## src/rtl/disp_pkg.sv

```systemverilog
package disp_pkg;
  typedef enum logic [2:0] {
    ST_RUN   = 3'd0,
    ST_IDLE  = 3'd1,
    ST_BLK   = 3'd2,
    ST_UNBLK = 3'd3,
    ST_SQ    = 3'd4
  } disp_state_e;

  localparam int KIND_W  = 3;
  localparam int K_LOAD  = 0;
  localparam int K_STORE = 1;
  localparam int K_ATOM  = 2;

  function automatic logic needs_lq(logic [KIND_W-1:0] k);
    return k[K_LOAD];
  endfunction

  function automatic logic needs_sq(logic [KIND_W-1:0] k);
    return k[K_STORE] | k[K_ATOM];
  endfunction
endpackage

```

## src/rtl/disp_skid_buf.sv

```systemverilog
module disp_skid_buf
  import disp_pkg::*;
#(
  parameter int W     = 2,
  parameter int DEPTH = 8,
  parameter int TAG_W = 8,
  localparam int IW   = $clog2(W+1),
  localparam int OW   = $clog2(DEPTH+1),
  localparam int PW   = $clog2(DEPTH)
) (
  input  logic                          clk_i,
  input  logic                          rst_ni,
  input  logic                          flush_i,
  input  logic [IW-1:0]                 pop_n_i,
  input  logic [IW-1:0]                 push_n_i,
  input  logic [W-1:0][TAG_W-1:0]       push_tag_i,
  input  logic [W-1:0][KIND_W-1:0]      push_kind_i,
  output logic [OW-1:0]                 occ_o,
  output logic [W-1:0][TAG_W-1:0]       head_tag_o,
  output logic [DEPTH-1:0][KIND_W-1:0]  ent_kind_o
);
  logic [TAG_W-1:0]  mem_tag  [DEPTH];
  logic [KIND_W-1:0] mem_kind [DEPTH];
  logic [PW-1:0]     head_q;
  logic [OW-1:0]     occ_q;

  function automatic logic [PW-1:0] wrap(int v);
    int r;
    r = v;
    if (r >= DEPTH) r = r - DEPTH;
    if (r >= DEPTH) r = r - DEPTH;
    return PW'(r);
  endfunction

  always_ff @(posedge clk_i or negedge rst_ni) begin
    if (!rst_ni) begin
      head_q <= '0;
      occ_q  <= '0;
    end else if (flush_i) begin
      head_q <= '0;
      occ_q  <= '0;
    end else begin
      int nx;
      nx = int'(occ_q) - int'(pop_n_i) + int'(push_n_i);
      if (nx > DEPTH) nx = DEPTH;
      head_q <= wrap(int'(head_q) + int'(pop_n_i));
      occ_q  <= OW'(nx);
    end
  end

  // slots freed by this cycle's pop may be reused by this cycle's push
  always_ff @(posedge clk_i) begin
    for (int k = 0; k < W; k++) begin
      if (!flush_i && k < int'(push_n_i) &&
          int'(occ_q) + k < DEPTH + int'(pop_n_i)) begin
        mem_tag[wrap(int'(head_q) + int'(occ_q) + k)]  <= push_tag_i[k];
        mem_kind[wrap(int'(head_q) + int'(occ_q) + k)] <= push_kind_i[k];
      end
    end
  end

  always_comb begin
    for (int i = 0; i < W; i++) head_tag_o[i] = mem_tag[wrap(int'(head_q) + i)];
    for (int i = 0; i < DEPTH; i++) ent_kind_o[i] = mem_kind[wrap(int'(head_q) + i)];
  end

  assign occ_o = occ_q;
endmodule

```

## src/rtl/disp_pick.sv

```systemverilog
module disp_pick
  import disp_pkg::*;
#(
  parameter int W  = 2,
  parameter int FW = 4,
  localparam int IW = $clog2(W+1)
) (
  input  logic [W-1:0]              src_vld_i,
  input  logic [W-1:0][KIND_W-1:0]  src_kind_i,
  input  logic [FW-1:0]             iq_free_i,
  input  logic [FW-1:0]             lq_free_i,
  input  logic [FW-1:0]             sq_free_i,
  output logic [IW-1:0]             take_o,
  output logic [IW-1:0]             nld_o,
  output logic [IW-1:0]             nsq_o
);
  always_comb begin
    logic [FW-1:0] iq, lq, sq;
    logic go, nl, ns;
    int t, cl, cs;
    iq = iq_free_i; lq = lq_free_i; sq = sq_free_i;
    go = 1'b1; t = 0; cl = 0; cs = 0;
    for (int k = 0; k < W; k++) begin
      nl = needs_lq(src_kind_i[k]);
      ns = needs_sq(src_kind_i[k]);
      if (!go || !src_vld_i[k]) begin
        go = 1'b0;
      end else if (iq == '0 || (nl && lq == '0) || (ns && sq == '0)) begin
        go = 1'b0;
      end else begin
        t  = t + 1;
        iq = iq - FW'(1);
        if (nl) begin lq = lq - FW'(1); cl = cl + 1; end
        if (ns) begin sq = sq - FW'(1); cs = cs + 1; end
      end
    end
    take_o = IW'(t);
    nld_o  = IW'(cl);
    nsq_o  = IW'(cs);
  end
endmodule

```

## src/rtl/disp_thread.sv

```systemverilog
module disp_thread
  import disp_pkg::*;
#(
  parameter int W     = 2,
  parameter int DEPTH = 8,
  parameter int TAG_W = 8,
  parameter int FW    = 4,
  parameter int CW    = 4,
  localparam int IW   = $clog2(W+1),
  localparam int OW   = $clog2(DEPTH+1)
) (
  input  logic                      clk_i,
  input  logic                      rst_ni,
  input  logic [W-1:0]              in_vld_i,
  input  logic [W-1:0][TAG_W-1:0]   in_tag_i,
  input  logic [W-1:0][KIND_W-1:0]  in_kind_i,
  input  logic                      squash_i,
  input  logic                      rob_sq_i,
  input  logic [FW-1:0]             iq_free_i,
  input  logic [FW-1:0]             lq_free_i,
  input  logic [FW-1:0]             sq_free_i,
  output logic [W-1:0]              out_vld_o,
  output logic [W-1:0][TAG_W-1:0]   out_tag_o,
  output logic [W-1:0][KIND_W-1:0]  out_kind_o,
  output logic                      block_o,
  output logic                      unblock_o,
  output logic [CW-1:0]             disp_cnt_o,
  output logic [CW-1:0]             lq_cnt_o,
  output logic [CW-1:0]             sq_cnt_o,
  output logic [OW-1:0]             skid_occ_o,
  output logic [IW-1:0]             skid_push_o,
  output logic [IW-1:0]             skid_pop_o
);
  disp_state_e st_q, st_d, eff;

  logic                         flush;
  logic [IW-1:0]                pop_n, push_n;
  logic [W-1:0][TAG_W-1:0]      push_tag;
  logic [W-1:0][KIND_W-1:0]     push_kind;
  logic [OW-1:0]                occ;
  logic [W-1:0][TAG_W-1:0]      head_tag;
  logic [DEPTH-1:0][KIND_W-1:0] ent_kind;
  logic [W-1:0]                 src_vld;
  logic [W-1:0][TAG_W-1:0]      src_tag;
  logic [W-1:0][KIND_W-1:0]     src_kind;
  logic [IW-1:0]                take_n, nld, nsq;
  int                           live;

  disp_skid_buf #(.W(W), .DEPTH(DEPTH), .TAG_W(TAG_W)) u_skid (
    .clk_i, .rst_ni,
    .flush_i     (flush),
    .pop_n_i     (pop_n),
    .push_n_i    (push_n),
    .push_tag_i  (push_tag),
    .push_kind_i (push_kind),
    .occ_o       (occ),
    .head_tag_o  (head_tag),
    .ent_kind_o  (ent_kind)
  );

  // blocked with no stall is treated as unblocking; squashing as running
  always_comb begin
    live = 0;
    for (int k = 0; k < W; k++) if (in_vld_i[k]) live = live + 1;
    case (st_q)
      ST_BLK:  eff = ST_UNBLK;
      ST_SQ:   eff = ST_RUN;
      default: eff = st_q;
    endcase
    for (int k = 0; k < W; k++) begin
      if (eff == ST_UNBLK) begin
        src_vld[k]  = (k < int'(occ));
        src_tag[k]  = head_tag[k];
        src_kind[k] = ent_kind[k];
      end else begin
        src_vld[k]  = in_vld_i[k];
        src_tag[k]  = in_tag_i[k];
        src_kind[k] = in_kind_i[k];
      end
    end
  end

  disp_pick #(.W(W), .FW(FW)) u_pick (
    .src_vld_i  (src_vld),
    .src_kind_i (src_kind),
    .iq_free_i,
    .lq_free_i,
    .sq_free_i,
    .take_o     (take_n),
    .nld_o      (nld),
    .nsq_o      (nsq)
  );

  always_comb begin
    int take, srcn, nd, nl, ns;
    logic was_blk;
    take    = int'(take_n);
    srcn    = (eff == ST_UNBLK) ? int'(occ) : live;
    was_blk = (st_q == ST_BLK) || (st_q == ST_UNBLK);
    st_d      = st_q;
    flush     = 1'b0;
    pop_n     = '0;
    push_n    = '0;
    push_tag  = in_tag_i;
    push_kind = in_kind_i;
    out_vld_o = '0;
    out_tag_o = src_tag;
    out_kind_o = src_kind;
    block_o   = 1'b0;
    unblock_o = 1'b0;
    nd = 0; nl = 0; ns = 0;

    if (squash_i) begin
      flush     = 1'b1;
      unblock_o = was_blk;
      st_d      = ST_SQ;
      for (int i = 0; i < DEPTH; i++) begin
        if (i < int'(occ)) begin
          nd = nd + 1;
          if (needs_lq(ent_kind[i])) nl = nl + 1;
          if (needs_sq(ent_kind[i])) ns = ns + 1;
        end
      end
      for (int k = 0; k < W; k++) begin
        if (in_vld_i[k]) begin
          nd = nd + 1;
          if (needs_lq(in_kind_i[k])) nl = nl + 1;
          if (needs_sq(in_kind_i[k])) ns = ns + 1;
        end
      end
    end else if (rob_sq_i) begin
      st_d = ST_SQ;
      for (int k = 0; k < W; k++) begin
        if (in_vld_i[k]) begin
          nd = nd + 1;
          if (needs_lq(in_kind_i[k])) nl = nl + 1;
          if (needs_sq(in_kind_i[k])) ns = ns + 1;
        end
      end
    end else if (iq_free_i == '0) begin
      push_n  = IW'(live);
      st_d    = ST_BLK;
      block_o = !was_blk;
    end else begin
      for (int k = 0; k < W; k++) out_vld_o[k] = (k < take);
      nd = take;
      nl = int'(nld);
      ns = int'(nsq);
      if (eff == ST_UNBLK) begin
        pop_n  = take_n;
        push_n = IW'(live);
      end else begin
        push_n = IW'(live - take);
        for (int k = 0; k < W; k++) begin
          if (k + take < W) begin
            push_tag[k]  = in_tag_i[k + take];
            push_kind[k] = in_kind_i[k + take];
          end
        end
      end
      if (srcn > take) begin
        st_d    = ST_BLK;
        block_o = (eff != ST_UNBLK);
      end else if (eff == ST_UNBLK) begin
        if (int'(occ) - take + live == 0) begin
          unblock_o = 1'b1;
          st_d      = ST_RUN;
        end else begin
          st_d = ST_UNBLK;
        end
      end else begin
        st_d = (live == 0) ? ST_IDLE : ST_RUN;
      end
    end
    disp_cnt_o = CW'(nd);
    lq_cnt_o   = CW'(nl);
    sq_cnt_o   = CW'(ns);
  end

  always_ff @(posedge clk_i or negedge rst_ni) begin
    if (!rst_ni) st_q <= ST_RUN;
    else         st_q <= st_d;
  end

  assign skid_occ_o  = occ;
  assign skid_push_o = push_n;
  assign skid_pop_o  = pop_n;
endmodule

```

## src/rtl/disp_stall_ctrl.sv

```systemverilog
module disp_stall_ctrl
  import disp_pkg::*;
#(
  parameter int NT         = 2,
  parameter int W          = 2,
  parameter int SKID_DEPTH = 8,
  parameter int TAG_W      = 8,
  parameter int FW         = 4,
  localparam int CW        = $clog2(SKID_DEPTH+W+1)
) (
  input  logic                     clk_i,
  input  logic                     rst_ni,
  input  logic [NT*W-1:0]          in_vld_i,
  input  logic [NT*W*TAG_W-1:0]    in_tag_i,
  input  logic [NT*W*3-1:0]        in_kind_i,
  input  logic [NT-1:0]            squash_i,
  input  logic [NT-1:0]            rob_sq_i,
  input  logic [NT*FW-1:0]         iq_free_i,
  input  logic [NT*FW-1:0]         lq_free_i,
  input  logic [NT*FW-1:0]         sq_free_i,
  output logic [NT*W-1:0]          out_vld_o,
  output logic [NT*W*TAG_W-1:0]    out_tag_o,
  output logic [NT*W*3-1:0]        out_kind_o,
  output logic [NT-1:0]            block_o,
  output logic [NT-1:0]            unblock_o,
  output logic [NT*CW-1:0]         disp_cnt_o,
  output logic [NT*CW-1:0]         lq_cnt_o,
  output logic [NT*CW-1:0]         sq_cnt_o
);
  localparam int IW = $clog2(W+1);
  localparam int OW = $clog2(SKID_DEPTH+1);

  logic [NT*OW-1:0] skid_occ;
  logic [NT*IW-1:0] skid_push;
  logic [NT*IW-1:0] skid_pop;

  for (genvar t = 0; t < NT; t++) begin : g_thr
    disp_thread #(
      .W(W), .DEPTH(SKID_DEPTH), .TAG_W(TAG_W), .FW(FW), .CW(CW)
    ) u_thr (
      .clk_i,
      .rst_ni,
      .in_vld_i    (in_vld_i[t*W +: W]),
      .in_tag_i    (in_tag_i[t*W*TAG_W +: W*TAG_W]),
      .in_kind_i   (in_kind_i[t*W*3 +: W*3]),
      .squash_i    (squash_i[t]),
      .rob_sq_i    (rob_sq_i[t]),
      .iq_free_i   (iq_free_i[t*FW +: FW]),
      .lq_free_i   (lq_free_i[t*FW +: FW]),
      .sq_free_i   (sq_free_i[t*FW +: FW]),
      .out_vld_o   (out_vld_o[t*W +: W]),
      .out_tag_o   (out_tag_o[t*W*TAG_W +: W*TAG_W]),
      .out_kind_o  (out_kind_o[t*W*3 +: W*3]),
      .block_o     (block_o[t]),
      .unblock_o   (unblock_o[t]),
      .disp_cnt_o  (disp_cnt_o[t*CW +: CW]),
      .lq_cnt_o    (lq_cnt_o[t*CW +: CW]),
      .sq_cnt_o    (sq_cnt_o[t*CW +: CW]),
      .skid_occ_o  (skid_occ[t*OW +: OW]),
      .skid_push_o (skid_push[t*IW +: IW]),
      .skid_pop_o  (skid_pop[t*IW +: IW])
    );
  end
endmodule

```

## config.mk

```make
export PLATFORM = sky130hd
export DESIGN_NAME = disp_stall_ctrl
export DESIGN_NICKNAME = d
export VERILOG_FILES = /design/src/rtl/disp_pkg.sv /design/src/rtl/disp_skid_buf.sv /design/src/rtl/disp_pick.sv /design/src/rtl/disp_thread.sv /design/src/rtl/disp_stall_ctrl.sv
export SDC_FILE = /design/constraint.sdc
export NUM_CORES = 1
export LEC_CHECK = 0
export BUFFER_PORTS_ARGS = -buffer_cell sky130_fd_sc_hd__buf_4
export CAP_MARGIN = 10
export CORE_MARGIN = 2
export CORE_UTILIZATION = 67
export CTS_CLUSTER_DIAMETER = 200
export DETAILED_ROUTE_END_ITERATION = 7
export GPL_ROUTABILITY_DRIVEN = 0
export PLACE_DENSITY_LB_ADDON = 0.12
export SYNTH_ARGS = -nofsm -noshare
export SYNTH_HDL_FRONTEND = slang
export SYNTH_SLANG_ARGS = --single-unit
```

## constraint.sdc

```tcl
create_clock -name clk_i -period 17.9 [get_ports clk_i]
set_input_delay 3.58 -clock clk_i [delete_from_list [all_inputs] [get_ports clk_i]]
set_output_delay 3.58 -clock clk_i [all_outputs]
set_load 0.05 [all_outputs]
```

==> results of run 1 <==
worst max path at each step:
stage	to	slack, ps
2_1_floorplan	unblock_o[0]	5800
3_3_place_gp	lq_cnt_o[2]	5130
3_5_place_dp	sq_cnt_o[2]	4780
4_1_cts	sq_cnt_o[2]	4270
5_1_grt	sq_cnt_o[2]	3510
6_report	sq_cnt_o[2]	4250
flip-flops by register name, summed over array words and instances (netlist names):
name and flops:
g_thr.u_thr.st_q 4, g_thr.u_thr.u_skid.head_q 6, g_thr.u_thr.u_skid.mem_kind 48, g_thr.u_thr.u_skid.mem_tag 128
g_thr.u_thr.u_skid.occ_o 8
power breakdown:
| group | leakage (nW) | total (W) | switching (W) | internal (W) |
|---|---|---|---|---|
| clock | 0.288 | 0.000395 | 0.000184 | 0.000211 |
| combinational | 6.24 | 0.00113 | 0.000676 | 0.000457 |
| sequential | 1.82 | 0.000529 | 0.0000118 | 0.000517 |
| total | 8.35 | 0.00206 | 0.000872 | 0.00118 |
cell type report:
type / instances / area [um^2]
timing repair buffer: 182 / 1370
clock buffer: 18 / 429
clock inverter: 14 / 170
sequential: 194 / 5740
multi-input combinational: 1476 / 13200
fill: 1969 / 7200
tap: 384 / 480
inverter: 96 / 360
cell usage in the layout (no fill, tap or decap), drive strengths merged, types with 7 or more instances in the layout:
| master | instances |
|---|---|
| nor4 | 8 |
| a211oi | 13 |
| a21oi | 62 |
| or2 | 29 |
| nand4b | 7 |
| a31oi | 26 |
| o211ai | 7 |
| inv | 101 |
| xnor3 | 10 |
| nand2b | 14 |
| mux2 | 222 |
| a211o | 9 |
| clkbuf | 18 |
| fa | 12 |
| dfrtp | 18 |
| edfxtp | 176 |
| mux4 | 105 |
| mux2i | 69 |
| a221oi | 7 |
| ha | 115 |
| xnor2 | 83 |
| and3 | 11 |
| buf | 182 |
| nor3b | 11 |
| and2 | 29 |
| nand4 | 20 |
| nand3 | 40 |
| nor2 | 138 |
| o21ai | 74 |
| o22ai | 11 |
| xor2 | 41 |
| nor2b | 19 |
| nand2 | 173 |
| or3 | 15 |
| nor3 | 23 |
metrics by stage:
stage | hold slack [ps] | cell area [um^2] | std cells | util | power, W
final | 798 | 21700 | 2364 | 0.751 | 0.00206
after CTS | 793 | 21700 | 2364 | 0.751 | 0.00206
after global routing | 869 | 21700 | 2364 | 0.751 | 0.00220
after global placement | 780 | 21100 | 2332 | 0.730 | 0.00161
after detailed placement | 787 | 21100 | 2332 | 0.730 | 0.00166
after floorplan | 669 | 19800 | 1888 | - | 0.00141
worst max-delay path, delay by kind of cell (launching register included):
kind                       cells  cell delay (ps)
DFF                            1              340
adders and majority gates     10             3370
muxes                          1              580
buffers and inverters          8             1830
xor gates and xnor gates       2              260
and+or+nand+nor               11             1330
AOI/OAI and AO/OA              9             1870
cell usage after synthesis (15+ instances only):
cell type / count
or2_2: 28
clkbuf_1: 62
ha_1: 115
a31oi_1: 26
nor3_1: 23
nand3_1: 38
xor2_1: 37
mux4_2: 103
mux2_2: 218
mux2i_1: 69
nor2b_1: 19
nand2_1: 173
xnor2_1: 82
edfxtp_1: 176
inv_1: 94
nor2_1: 138
dfrtp_1: 18
nand4_1: 15
and2_1: 28
a21oi_1: 60
o21ai_0: 72
buf_1: 25
routing by layer:
metal | GRT usage | vias up
li1 | - | 7189
met1 | 0.458 | 7516
met2 | 0.545 | 769
met3 | 0.0422 | 102
met4 | 0.103 | 0
met5 | 0 | -
logic make-up after synthesis:
family | after synthesis | share of synthesized area
compound gates | 269 | 0.0884
xor+xnor | 136 | 0.0729
fa+ha+maj | 127 | 0.0846
buf+inv | 218 | 0.0481
flops | 194 | 0.289
mux | 396 | 0.281
simple gates | 548 | 0.136
==> results by group, run 1 <==
Global route
  • Number of global-route vias before repair: 15000
  • Antenna violations before repair: 0
  • Pin count of the biggest net entering global routing: 43
  • First-pass GRT wire length: 80000 um
  • GRT Residual Overflow: 0
  • Total Routing Usage GR: 0.330

Critical path
  • CP Class: flip-flop to primary output
  • Worst path max stage delay: 750 ps
  • Slowest CP cell: clkinv_1
  • Worst r2r src: g_thr[1].u_thr.u_skid.head_q[0]$_DFF_PN0_
  • Reg2reg end: g_thr[1].u_thr.u_skid.mem_tag[7][5]$_DFFE_PP_
  • Crit path from: g_thr[0].u_thr.u_skid.head_q[0]$_DFF_PN0_
  • Crit path required time: 14320 ps
  • Worst r2r path cells: 26
  • R2r setup slk: 9080 ps
  • Most frequent cell on the critical path: ha_1
  • CP max FO: 42
  • Worst EP arrival: 10070 ps
  • Setup crit start kind: flip-flop
  • Type of destination of the critical path: primary output

Hold path
  • Worst hold stages: 3
  • Hold path start: g_thr[0].u_thr.st_q[2]$_DFF_PN0_
  • Worst min path class: flip-flop to flip-flop
  • WHS Endpoint: g_thr[0].u_thr.st_q[1]$_DFF_PN0_

Floorplan
  • # IOs: 154
  • Die Ht: 176 um
  • Starting density of the core: 0.686
  • Rows: 62
  • Die area: 31000 um^2
  • Core box area: 28900 um^2
  • Horiz. Die Dim: 176 um

Run status
  • Status: finished, final reports clean

Clock network
  • Clock Sinks: 194
  • Post-CTS Resized: 0
  • Clk root buf: clkbuf_16
  • Clock-pin slew on the worst setup and hold paths: 80 ps
  • Worst skew pair latency: 460 ps
  • CTS tree: yes
  • Hold-fix buffers, CTS: 0
  • H-Tree Depth: 4
  • Total CTS buffers: 17
  • Post-CTS Setup Inserts: 0
  • Largest buffer count on any clock path: 2

Timing
  • Final min period: 13650 ps
  • Final worst slack: 4250 ps
  • Slew Limit Fails: 0
  • RSZ-0062 raised after global routing: false
  • Actual slew at the worst max-slew pin: 1280 ps
  • Setup TNS: 0 ps
  • Headroom to the max-slew limit: 0.144
  • Final hold violations: 0
  • Fin crit share: 0.763
  • FMAX: 0.0732 GHz
  • Clk_skew: 11.0 ps
  • Setup violators final: 0

Power
  • Worst vdd ir: 0.0953 mV
  • Leakage: 8.35 nW
  • PwrDens: 94.6 nW/um^2

Logic synthesis
  • Syn_nets: 2093
  • Top cells by area, synth: edfxtp_1, mux2_2, mux4_2
  • Post-synth top flop: edfxtp_1
  • Synth cell types: 89
  • Register area share after synthesis: 0.289
  • Total of warnings raised by yosys: 0
  • Async set-or-reset flop fraction in the synthesized netlist: 0.0928
  • #FFs+latches synth: 194
  • Syn avg cell area: 10.5 um^2
  • Top cell type's share of synthesized area: 0.266
  • Synthesized area: 19800 um^2
  • EDFF count, synth: 176
  • Cells after synthesis: 1888
  • Area leader, netlist: edfxtp_1

Place
  • Place WS: 4780 ps
  • Port Buf Inserts: 153
  • DP Wirelength: 36300 um

Route
  • Metal3 WL: 4520 um
  • Number of DRC markers in iteration 0: 1373
  • DR vias/cell: 6.59
  • DR WL/cell: 21.5 um
  • DR top layer: met4
  • Metal1 wirelength: 20900 um
  • First drt pass iteration count: 5
  • Post-route ant nets: 0
  • Via count: 15600
  • DRC errors left: 0
  • DRT Wirelength: 50900 um
  • Met2 wire length: 24200 um

Layout
  • Syn-to-layout area delta: 9.56%
  • Layout cells sized above 1: 0.308
  • Nets: 2172
  • Ant diodes: 0

Run
  • # Max-Cap Violations: 0
No activity file was read; power rests on OpenSTA's default activity.
==> inputs of run 2 (changes only) <==
- CORE_UTILIZATION: 67 -> 63
- clock period: 17.9 -> 13.8 ns (I/O delays scaled with it)
==> results by group, run 2 (synthesized netlist as in run 1, its figures left out) <==
Run status
  • Status: finished, final reports clean

Critical path
  • Setup crit start kind: flip-flop
  • Reg2reg end: g_thr[1].u_thr.u_skid.mem_kind[0][0]$_DFFE_PP_
  • Crit path required time: 11040 ps
  • Worst r2r src: g_thr[1].u_thr.u_skid.head_q[1]$_DFF_PN0_
  • Slowest CP cell: ha_1
  • CP max FO: 16
  • R2r setup slk: 5330 ps
  • Worst EP arrival: 9350 ps
  • Worst path max stage delay: 730 ps
  • Worst r2r path cells: 26
  • Most frequent cell on the critical path: ha_1
  • Type of destination of the critical path: primary output
  • CP Class: flip-flop to primary output

Global route
  • Pin count of the biggest net entering global routing: 43
  • Number of global-route vias before repair: 15100
  • Total Routing Usage GR: 0.314
  • GRT Residual Overflow: 0
  • First-pass GRT wire length: 81500 um
  • Antenna violations before repair: 0

Clock network
  • Post-CTS Resized: 0
  • Clk root buf: clkbuf_16
  • Post-CTS Setup Inserts: 0
  • CTS tree: yes
  • H-Tree Depth: 4
  • Worst skew pair latency: 440 ps
  • Hold-fix buffers, CTS: 0
  • Clock Sinks: 194
  • Total CTS buffers: 17
  • Clock-pin slew on the worst setup and hold paths: 70 ps
  • Largest buffer count on any clock path: 2

Floorplan
  • Starting density of the core: 0.644
  • Die area: 32900 um^2
  • Core box area: 30800 um^2
  • Die Ht: 181 um
  • Horiz. Die Dim: 181 um
  • # IOs: 154
  • Rows: 64

Place
  • DP Wirelength: 36400 um
  • Port Buf Inserts: 153

Layout
  • Reg area: 5740 um^2
  • Nets: 2174
  • Max FFs per register: 128
  • Commonest non-fill, non-tap cell in the layout: mux2_2
  • FILL cells: 2302
  • Multi-input gate area: 13200 um^2
  • Biggest register: g_thr.u_thr.u_skid.mem_tag
  • Syn-to-layout area delta: 9.68%
  • Most frequent cells in the layout: mux2_2, buf_4, edfxtp_1, nand2_1, nor2_1
  • Layout cells sized above 1: 0.307
  • Ant diodes: 0

Power
  • Total power: 0.00267 W
  • Worst vdd ir: 0.129 mV
  • PwrDens: 123 nW/um^2
  • Leakage: 8.35 nW

Timing
  • Clk_skew: 8.57 ps
  • Final hold violations: 0
  • Final min period: 12110 ps
  • Slew Limit Fails: 0
  • RSZ-0062 raised after global routing: false
  • Fin crit share: 0.878
  • Actual slew at the worst max-slew pin: 994 ps
  • Setup violators final: 0
  • Headroom to the max-slew limit: 0.335
  • FMAX: 0.0826 GHz
  • Setup TNS: 0 ps

Hold path
  • Worst hold stages: 4
  • Hold path start: g_thr[0].u_thr.st_q[2]$_DFF_PN0_
  • Worst min path class: flip-flop to flip-flop
  • WHS Endpoint: g_thr[0].u_thr.st_q[1]$_DFF_PN0_

Route
  • Post-route ant nets: 0
  • DRT Wirelength: 51200 um
  • DR WL/cell: 21.5 um
  • First drt pass iteration count: 5
  • DRC errors left: 0
  • DR vias/cell: 6.57
  • Via count: 15600
  • Number of DRC markers in iteration 0: 1377

Run
  • # Max-Cap Violations: 0
==> run 2: cell count changes in the layout (fill, tap and decap cells not counted) <==
| cell | before | now |
|---|---|---|
| clkinv_1 | 2 | 5 |
| o21ai_1 | 5 | 6 |
| o22ai_2 | 1 | 2 |
| inv_8 | 3 | 0 |
| o22ai_1 | 10 | 9 |
| buf_4 | 182 | 184 |
| o21ai_2 | 5 | 4 |
| clkinv_4 | 3 | 2 |
| bufinv_16 | 2 | 3 |
| clkinv_2 | 0 | 2 |
| inv_6 | 4 | 2 |
==> run 2: layer usage <==
layer	share of wire	GRT usage	wire length, um
met5	0	0	0
met1	0.43	0.451	21800
met3	0.094	0.0493	4810
met4	0.021	0.0898	1080
met2	0.46	0.496	23400
==> run 2: report_power, final <==
| group | switching, W | leakage [nW] | internal (W) |
|---|---|---|---|
| sequential | 0.0000167 | 1.82 | 0.000670 |
| combinational | 0.000879 | 6.25 | 0.000594 |
| clock | 0.000221 | 0.283 | 0.000284 |
==> run 2: how the worst max path moves through the flow <==
stage | startpoint | end | slack, ps | cells past startpoint
finish | g_thr[0].u_thr.u_skid.head_q[0]$_DFF_PN0_ | sq_cnt_o[2] | 1690 | 40
global route | g_thr[0].u_thr.u_skid.head_q[0]$_DFF_PN0_ | sq_cnt_o[2] | 830 | 40
CTS | g_thr[0].u_thr.u_skid.head_q[0]$_DFF_PN0_ | lq_cnt_o[2] | 1730 | 33
detailed placement | g_thr[0].u_thr.u_skid.head_q[0]$_DFF_PN0_ | lq_cnt_o[2] | 2240 | 33
global placement | g_thr[0].u_thr.u_skid.head_q[0]$_DFF_PN0_ | lq_cnt_o[2] | 2530 | 33
floorplan | g_thr[0].u_thr.u_skid.head_q[0]$_DFF_PN0_ | lq_cnt_o[1] | 2670 | 33
==> run 2: worst max-delay path, delay by kind of cell, from the launching register on <==
family,cells,cell delay (ps)
flip-flops,1,360
multiplexers,1,560
buffers and inverters,7,1130
AND/OR/NAND/NOR,11,1310
AO/OA/AOI/OAI,9,1860
XOR/XNOR,2,280
adder cells (fa/ha/maj),10,3400
==> run 2: area by class of cell <==
type,instances,area share
Sequential cell,194,0.264
Tap cell,396,0.0228
Timing Repair Buffer,184,0.0635
Clock buffer,18,0.0197
Clock inverter,14,0.00742
Inverter,96,0.0166
Multi-Input combinational cell,1476,0.606
==> run 2: stage by stage <==
step	instance area (um^2)	util	hold WS (ps)	instances	setup WS (ps)
6_report	21800	0.706	840	2378	1690
2_1_floorplan	19800	-	669	1888	2670
3_3_place_gp	21200	0.687	808	2346	2530
4_1_cts	21800	0.706	836	2378	1730
3_5_place_dp	21200	0.687	821	2346	2240
5_1_grt	21800	0.706	879	2378	831
